File: src/rtl/pw_pkg.sv
package pw_pkg;
    typedef enum logic [2:0] {
        ST_IDLE,
        ST_READ_DIR,
        ST_WRITE_DIR,
        ST_READ_TBL,
        ST_WRITE_TBL,
        ST_FILL,
        ST_FAULT
    } walk_state_t;

    localparam int BIT_PRESENT  = 0;
    localparam int BIT_WRITABLE = 1;
    localparam int BIT_USER     = 2;
    localparam int BIT_ACCESSED = 5;
    localparam int BIT_DIRTY    = 6;

    localparam logic [7:0] PF_VECTOR = 8'd14;
endpackage

File: src/rtl/pw_entry_addr.sv
module pw_entry_addr #(
    parameter int LA_W   = 32,
    parameter int OFFS_W = 12
) (
    input  logic [LA_W-OFFS_W-1:0] base_frame,
    input  logic [LA_W-OFFS_W-1:0] dir_frame,
    input  logic [LA_W-OFFS_W-1:0] vpn,
    output logic [LA_W-1:0]        dir_addr,
    output logic [LA_W-1:0]        tbl_addr
);
    localparam int FRAME_W = LA_W - OFFS_W;
    localparam int IDX_W   = FRAME_W / 2;

    // Entries are 4 bytes wide, hence the two zero bits at the bottom.
    assign dir_addr = LA_W'({base_frame, vpn[FRAME_W-1 -: IDX_W], 2'b00});
    assign tbl_addr = LA_W'({dir_frame, vpn[IDX_W-1:0], 2'b00});
endmodule

File: src/rtl/pw_rights.sv
module pw_rights #(
    parameter int ENT_W = 32
) (
    input  logic             dir_user,
    input  logic             dir_writable,
    input  logic [ENT_W-1:0] tbl_ent,
    input  logic             is_write,
    input  logic             is_user,
    output logic             eff_user,
    output logic             eff_writable,
    output logic             violation,
    output logic [ENT_W-1:0] tbl_next,
    output logic             tbl_update
);
    import pw_pkg::*;

    assign eff_user     = dir_user & tbl_ent[BIT_USER];
    assign eff_writable = dir_writable & tbl_ent[BIT_WRITABLE];
    // Supervisor accesses are never refused.
    assign violation    = is_user & (~eff_user | (is_write & ~eff_writable));

    always_comb begin
        tbl_next = tbl_ent;
        tbl_next[BIT_ACCESSED] = 1'b1;
        if (is_write) tbl_next[BIT_DIRTY] = 1'b1;
    end

    assign tbl_update = (tbl_next != tbl_ent);
endmodule

File: src/rtl/page_walker.sv
module page_walker #(
    parameter int LA_W   = 32,
    parameter int OFFS_W = 12
) (
    input  logic                   clk,
    input  logic                   rst_n,
    input  logic                   miss_valid,
    input  logic [LA_W-1:0]        miss_laddr,
    input  logic                   miss_write,
    input  logic                   miss_user,
    output logic                   busy,
    input  logic [LA_W-OFFS_W-1:0] dir_base,
    output logic                   mem_req_valid,
    output logic                   mem_req_write,
    output logic [LA_W-1:0]        mem_req_addr,
    output logic [LA_W-1:0]        mem_req_wdata,
    input  logic                   mem_resp_valid,
    input  logic [LA_W-1:0]        mem_resp_rdata,
    output logic                   fill_valid,
    output logic [LA_W-OFFS_W-1:0] fill_vpn,
    output logic [LA_W-OFFS_W-1:0] fill_frame,
    output logic                   fill_user,
    output logic                   fill_writable,
    output logic                   fault_valid,
    output logic [7:0]             fault_vector,
    output logic [15:0]            fault_code,
    output logic [LA_W-1:0]        fault_addr
);
    import pw_pkg::*;

    localparam int FRAME_W = LA_W - OFFS_W;
    localparam int ENT_W   = LA_W;

    walk_state_t        state_q, state_d;
    logic [LA_W-1:0]    laddr_q, fault_addr_q;
    logic [FRAME_W-1:0] base_q;
    logic [ENT_W-1:0]   pde_q, pte_q;
    logic               write_q, user_q, eu_q, ew_q, fault_p_q;

    logic [LA_W-1:0]    dir_addr, tbl_addr;
    logic               eff_user, eff_writable, violation, tbl_update;
    logic [ENT_W-1:0]   tbl_next, pde_marked;

    pw_entry_addr #(.LA_W(LA_W), .OFFS_W(OFFS_W)) u_addr (
        .base_frame (base_q),
        .dir_frame  (pde_q[ENT_W-1:OFFS_W]),
        .vpn        (laddr_q[LA_W-1:OFFS_W]),
        .dir_addr   (dir_addr),
        .tbl_addr   (tbl_addr)
    );

    pw_rights #(.ENT_W(ENT_W)) u_rights (
        .dir_user     (pde_q[BIT_USER]),
        .dir_writable (pde_q[BIT_WRITABLE]),
        .tbl_ent      (mem_resp_rdata),
        .is_write     (write_q),
        .is_user      (user_q),
        .eff_user     (eff_user),
        .eff_writable (eff_writable),
        .violation    (violation),
        .tbl_next     (tbl_next),
        .tbl_update   (tbl_update)
    );

    always_comb begin
        pde_marked = pde_q;
        pde_marked[BIT_ACCESSED] = 1'b1;
    end

    // State register
    always_ff @(posedge clk) begin
        if (!rst_n) state_q <= ST_IDLE;
        else        state_q <= state_d;
    end

    // Transitions
    always_comb begin
        state_d = state_q;
        unique case (state_q)
            ST_IDLE:      if (miss_valid) state_d = ST_READ_DIR;
            ST_READ_DIR:  if (mem_resp_valid) begin
                              if (!mem_resp_rdata[BIT_PRESENT])       state_d = ST_FAULT;
                              else if (!mem_resp_rdata[BIT_ACCESSED]) state_d = ST_WRITE_DIR;
                              else                                    state_d = ST_READ_TBL;
                          end
            ST_WRITE_DIR: if (mem_resp_valid) state_d = ST_READ_TBL;
            ST_READ_TBL:  if (mem_resp_valid) begin
                              if (!mem_resp_rdata[BIT_PRESENT] || violation) state_d = ST_FAULT;
                              else if (tbl_update)                          state_d = ST_WRITE_TBL;
                              else                                          state_d = ST_FILL;
                          end
            ST_WRITE_TBL: if (mem_resp_valid) state_d = ST_FILL;
            ST_FILL:      state_d = ST_IDLE;
            ST_FAULT:     state_d = ST_IDLE;
            default:      state_d = ST_IDLE;
        endcase
    end

    // Walk context registers
    always_ff @(posedge clk) begin
        if (!rst_n) begin
            laddr_q      <= '0;
            base_q       <= '0;
            write_q      <= 1'b0;
            user_q       <= 1'b0;
            pde_q        <= '0;
            pte_q        <= '0;
            eu_q         <= 1'b0;
            ew_q         <= 1'b0;
            fault_p_q    <= 1'b0;
            fault_addr_q <= '0;
        end else if (state_q == ST_IDLE && miss_valid) begin
            laddr_q <= miss_laddr;
            base_q  <= dir_base;
            write_q <= miss_write;
            user_q  <= miss_user;
        end else if (state_q == ST_READ_DIR && mem_resp_valid) begin
            pde_q <= mem_resp_rdata;
            if (!mem_resp_rdata[BIT_PRESENT]) begin
                fault_p_q    <= 1'b0;
                fault_addr_q <= laddr_q;
            end
        end else if (state_q == ST_READ_TBL && mem_resp_valid) begin
            pte_q <= tbl_next;
            eu_q  <= eff_user;
            ew_q  <= eff_writable;
            if (!mem_resp_rdata[BIT_PRESENT]) begin
                fault_p_q    <= 1'b0;
                fault_addr_q <= laddr_q;
            end else if (violation) begin
                fault_p_q    <= 1'b1;
                fault_addr_q <= laddr_q;
            end
        end
    end

    // Outputs
    always_comb begin
        mem_req_valid = 1'b0;
        mem_req_write = 1'b0;
        mem_req_addr  = dir_addr;
        mem_req_wdata = '0;
        fill_valid    = 1'b0;
        fault_valid   = 1'b0;
        unique case (state_q)
            ST_IDLE: ;
            ST_READ_DIR:  mem_req_valid = 1'b1;
            ST_WRITE_DIR: begin
                mem_req_valid = 1'b1;
                mem_req_write = 1'b1;
                mem_req_wdata = pde_marked;
            end
            ST_READ_TBL: begin
                mem_req_valid = 1'b1;
                mem_req_addr  = tbl_addr;
            end
            ST_WRITE_TBL: begin
                mem_req_valid = 1'b1;
                mem_req_write = 1'b1;
                mem_req_addr  = tbl_addr;
                mem_req_wdata = pte_q;
            end
            ST_FILL:  fill_valid  = 1'b1;
            ST_FAULT: fault_valid = 1'b1;
            default: ;
        endcase
    end

    assign busy          = (state_q != ST_IDLE);
    assign fill_vpn      = laddr_q[LA_W-1:OFFS_W];
    assign fill_frame    = pte_q[ENT_W-1:OFFS_W];
    assign fill_user     = eu_q;
    assign fill_writable = ew_q;
    assign fault_vector  = PF_VECTOR;
    assign fault_code    = {13'b0, user_q, write_q, fault_p_q};
    assign fault_addr    = fault_addr_q;


    req_hold_chk: assert property (@(posedge clk) disable iff (!rst_n)
        mem_req_valid && !mem_resp_valid |=> mem_req_valid && $stable(mem_req_addr)
            && $stable(mem_req_write) && $stable(mem_req_wdata));


    fill_pulse_chk: assert property (@(posedge clk) disable iff (!rst_n)
        fill_valid |=> !fill_valid && !busy);


    fault_report_chk: assert property (@(posedge clk) disable iff (!rst_n)
        fault_valid |-> fault_vector == 8'd14 && !fill_valid && !mem_req_valid);


    fault_addr_hold_chk: assert property (@(posedge clk) disable iff (!rst_n)
        !$rose(fault_valid) |-> $stable(fault_addr));


    idle_quiet_chk: assert property (@(posedge clk) disable iff (!rst_n)
        !busy |-> !mem_req_valid && !fill_valid && !fault_valid);
endmodule

File: config.mk
export PLATFORM = sky130hd
export DESIGN_NAME = page_walker
export DESIGN_NICKNAME = d
export VERILOG_FILES = /design/src/rtl/pw_pkg.sv /design/src/rtl/pw_entry_addr.sv /design/src/rtl/pw_rights.sv /design/src/rtl/page_walker.sv
export SDC_FILE = /design/constraint.sdc
export NUM_CORES = 1
export LEC_CHECK = 0
export ABC_CLOCK_PERIOD_IN_PS = 1900
export BUFFER_PORTS_ARGS = -buffer_cell sky130_fd_sc_hd__buf_4
export CORE_AREA = 3 3 155 157
export DETAILED_ROUTE_END_ITERATION = 12
export DIE_AREA = 0 0 158 160
export SYNTH_ARGS = -nofsm -noshare
export SYNTH_HDL_FRONTEND = slang
export SYNTH_HIERARCHICAL = 1
export SYNTH_SLANG_ARGS = --single-unit
File: constraint.sdc
create_clock -name clk -period 1.9 [get_ports clk]
set_input_delay 0.095 -clock clk [delete_from_list [all_inputs] [get_ports clk]]
set_output_delay 0.095 -clock clk [all_outputs]
set_load 0.005 [all_outputs]
# [After elaboration in Yosys (flattened, before gate mapping)]
# Index checks and enable logic that the tools add are counted.
[op_classes] eq_ne=14 mux=27 n_bitwise=9 n_reduce_logical=15
[ops] cell="2-to-1 mux 32 bit" count=6
[ops] cell="one-hot mux 32 bit (2 select lines)" count=1
[ops] cell="2-to-1 mux 3 bit" count=6
[ops] cell="one-hot mux 3 bit (5 select lines)" count=1
[ops] cell="2-to-1 mux 1 bit" count=12
[ops] cell="!= test 2 bit (second input constant)" count=6
[ops] cell="equality test 3 bit (second input constant)" count=3
[ops] cell="equality test 3 x 2 -> 1 bit (second input constant)" count=2
[ops] cell="AND reduction 5 bit" count=1
[ops] cell="bitwise AND 1 bit" count=4
[ops] cell="inverter 1 bit" count=4
[ops] cell="AND reduction 4 bit" count=1
[ops] cell="OR reduction 2 bit" count=2
[ops] cell="OR reduction 4 bit" count=1
[ops] cell="equality test 3 x 1 -> 1 bit (second input constant)" count=1
[ops] cell="logical AND 1 bit" count=3
[ops] cell="zero test 3 bit" count=1
[ops] cell="!= test 3 bit (second input constant)" count=1
[ops] cell="AND reduction 3 bit" count=1
[ops] cell="nonzero test 3 bit" count=1
[ops] cell="2-to-1 mux 2 bit" count=1
[ops] cell="!= test 2 bit" count=1
[ops] cell="AND reduction 2 bit" count=1
[ops] cell="nonzero test 2 bit" count=1
[ops] cell="3 further kinds" count=3
[word_totals] reg_bits=156 inputBits=90 elab_cells=76

# [Longest topological paths before layout]
[depth] depth_word=9 depth_mapped=6

# [Cells and area by module]
# The synthesis kept the hierarchy.
[by_module_without_submodules] mod="page_walker" n_inst=1 cells_per_inst=849 area_per_inst_um2=6912.9
[by_module_without_submodules] mod="pw_entry_addr" n_inst=1 cells_per_inst=65 area_per_inst_um2=484.2
[by_module_without_submodules] mod="pw_rights" n_inst=1 cells_per_inst=40 area_per_inst_um2=286.5

# [Worst setup path before layout]
# OpenSTA, ideal clock, no wires.
[synth_path] path_type="reg-to-output" start="register state_q[1]" end="output port mem_req_addr[10]" arrival_ps=1447 required_ps=1805 setup_slack_ps=358 path_stages_with_launch=7 n_path_buf=3 path_cell_list="dfxtp_1 -> buf_4 -> nor3b_4 -> nand2b_1 -> buf_4 -> buf_6 -> mux2_1"
[synth_via] elab_chain_cells=3 word_cells_on_any_way=4
[synth_lines] element="start, declared" line_no="page_walker.sv:34" text="walk_state_t state_q, state_d;"
[synth_lines] element="start signal, assigned" line_no="page_walker.sv:73" text="else state_q <= state_d;"
[synth_lines] element="equality test 3 x 2 -> 1 bit or equality test 3 bit (tied branches)" line_no="page_walker.sv:145" text="unique case (state_q)"
[synth_lines] element="OR reduction 2 bit (no line) *"
[synth_lines] element="2-to-1 mux 32 bit *" line_no="page_walker.sv:145"
[synth_lines] element="end, declared" line_no="page_walker.sv:15" text="output logic [LA_W-1:0] mem_req_addr,"
# Every way passes the cells marked *; elsewhere a longest branch is shown, timed or not.

# [Final worst setup path]
[layout_path] start="register state_q[1]" end="output port mem_req_addr[8]"
# Same word-level chain as after synthesis.

==> results.yml <==
run_status:
  violations: "negative setup slack"
  outcome: "finished, violations left"
synth:
  synth_mux_area_frac: 0.04690
  yosysMostFrequentCell: "nand2_1"
  synthFlopType: "dfxtp_1"
  synth_top_family_by_area: "buffers and inverters"
  synth_xor_xnor_area_share: 0
  synth-adder-area-share: 0
  synth_top_area_cell: "dfxtp_1"
  ys_top_cells_by_count: "nand2_1 (241), buf_4 (163), a21oi_1 (155), dfxtp_1 (155), o21ai_0 (35)"
  ys_top_cells_by_area: "dfxtp_1 (40%), buf_4 (16%), nand2_1 (12%), a21oi_1 (10%), mux2_1 (4.4%)"
  netlist_area_sq_um: 7684
  synth_cell_types: 44
  ys_seq_area_frac: 0.4038
  postSynthCellCount: 954
  synthSimpleGateAreaFrac: 0.1679
  avgSynthCellArea_sq_um: 8.054
  synth_top_area_share: 0.4038
  synth_compound_area_frac: 0.1687
  synth-async-reset-ratio: 0
  ys_ff_latch: 155
  synth_warnings: 6
  synth_edf_count: 0
floorplan:
  die_w_um: 158
  row_count: 55
  fp.dieH_um: 160
  start_util: 0.3394
  core_area_sq_um: 22640
  ios: 257
  dieArea_sq_um: 25280
detailed_routing:
  wl_um: 23810
  vias: 6721
  vias_per_cell: 4.746
  drc_errors: 0
  first_pass_iters: 4
  postRouteAntennaNets: 0
  avgRoutedWirePerCell_um: 16.82
  drtIter0Drc: 419
clocking:
  clk_pin_slew_worst_paths_ns: 0.07
  cts-buffers-inserted: 17
  cts_tree: "done"
  cts_root_buf: "clkbuf_16"
  clockBufferDepth: 2
  clk_latency_ns: 0.42
  cts_sinks: 155
  htree_levels: 4
setup_path:
  start_kind: "register"
  critPathCaptureType: "output port"
  cp_max_fo: 12
  crit_required_ns: 1.80
  worstReg2RegEnd: "base_q[1]"
  worst-setup-path-type: "register to output port"
  r2r_slack_ns: 0.13
  crit-reg2reg-launch: "state_q[1]"
  reg2reg_depth: 5
  arrival_ns: 1.85
sta:
  finalCritPeriodShare: 1.024
  period_needed_ns: 1.945
  fin_skew_ns: 0.008641
  setup-violations-final: 30
  maxSlewViolCount: 0
  hold_viol: 0
  worst_slack_ns: -0.04491
  fmax_mhz: 514.2
  rsz0062_at_grt: "yes"
min_path:
  min_from: "mem_resp_valid"
  hold_end: "state_q[1]"
  holdPathStages: 3
  worst_hold_path_type: "input pin to register"
global_route:
  track_usage: 0.1778
  antenna_found_initial: 0
  grt_pass1_vias: 6353
  gr-total-overflow: 0
  grt_max_degree: 81
  grt_pass1_wl_um: 35510
finish:
  nFillCells: 2183
  final_cells: 1416
  fin_area_sq_um: 10450
  synthToLayoutAreaGrowth_pct: 36.02
  drive_gt1_frac: 0.3068
  register_area_sq_um: 3112
  antenna_cells: 0
  multi_input_area_sq_um: 3179
  fin_nets: 1208
power:
  vdd_drop_max_mv: 0.4802
  p_leak_nw: 4.316
  powerDensity_nw_per_um2: 801.3
place:
  gp_congestion: 0.7870
  hpwlAfterDp_um: 14440
  dp.cells: 1287
  placed_area_sq_um: 8594
  portBuffers: 233
flow_run:
  drv_cap: 0
-- report_power, final --
group	internal [mW]	leakage (nW)	switching, mW
combinational	0.779	2.77	0.708
sequential	3.40	1.26	0.123
clock	1.79	0.290	1.58
-- cell usage in the layout (no fill, tap or decap), types with 2 or more instances in the layout --
master / count
dfxtp_1: 152
nand3b_1: 3
mux2_4: 30
and2_1: 2
inv_4: 2
buf_8: 2
inv_6: 5
dlygate4sd3_1: 86
buf_4: 217
o21ai_0: 35
inv_8: 4
clkinv_4: 3
conb_1: 26
nand2_1: 241
nand3_1: 32
buf_6: 32
a21oi_1: 155
a22o_1: 31
nor4_1: 2
clkbuf_16: 18
clkinv_8: 2
inv_1: 3
dfxtp_4: 2
nor2_1: 3
buf_12: 13
-- cell type report --
type                            instances  area share
Sequential cell                       155      0.2977
Multi-Input combinational cell        587      0.3042
Clock buffer                           18     0.04202
Inverter                                5    0.002275
Tap cell                              285     0.03412
Timing Repair Buffer                  352      0.3055
Clock inverter                         14     0.01413
-- per-stage QoR --
step	hold WS (ns)	util	TNS, ns	total power, mW	setup slack (ns)
2_1_floorplan	0.2125	-	0	4.427	0.3582
3_3_place_gp	0.3440	0.3796	0	4.743	0.3046
3_5_place_dp	0.3492	0.3796	0	4.755	0.2735
4_1_cts	0.04462	0.4558	-2.022	8.418	-0.1049
5_1_grt	0.1018	0.4616	-3.620	8.732	-0.1135
6_report	0.07704	0.4616	-0.7989	8.375	-0.04491
-- how the worst max path moves through the flow --
stage / end / slack [ns] / start
after global routing: mem_req_addr[9] / -0.11 / state_q[2]
after detailed placement: base_q[1] / 0.27 / state_q[1]
after CTS: mem_req_addr[22] / -0.10 / state_q[1]
final: mem_req_addr[8] / -0.04 / state_q[1]
after global placement: base_q[13] / 0.30 / state_q[1]
after floorplan: mem_req_addr[10] / 0.36 / state_q[1]
-- worst max-delay path, stage by stage, from the launching register on --
cell and delay [ns]:
dfxtp_4 0.36, nor3b_4 0.19, nand2b_4 0.25, buf_16 0.19
mux2_4 0.32, buf_6 0.12
-- state kept, by name (all words and copies together), names as in the netlist, 3 cells and up --
register,flops
fault_addr,32
laddr_q,32
pte_q,32
pde_q,31
base_q,20
state_q,3
-- layer usage --
layer | part of all wire | wire length (um) | global-route usage | vias to the layer above
li1 | - | - | - | 3324
met1 | 0.45 | 10740 | 0.2396 | 3181
met2 | 0.48 | 11520 | 0.2921 | 199
met3 | 0.054 | 1283 | 0.03767 | 17
met4 | 0.011 | 269 | 0.04067 | 0
met5 | 0 | 0 | 0 | -
-- what timing repair did --
item / 4_1_cts / 5_1_grt
endpoints found under the setup margin: 49 / 64
hold endpoints to repair: 118 / 0
pin swaps: 5 / 3
gates cloned: 3 / 2
resized for setup: 44 / 41
setup buffers: 8 / 2
hold buffers: 86 / 0
-- cell families (layout without fill, tap and decap cells) --
group | Yosys count | after routing
buf+inv | 234 | 389
simple gates | 300 | 300
other cells | 4 | 26
mux | 32 | 32
compound gates | 229 | 229
flops | 155 | 155
Power figures use the tool's default switching activity.
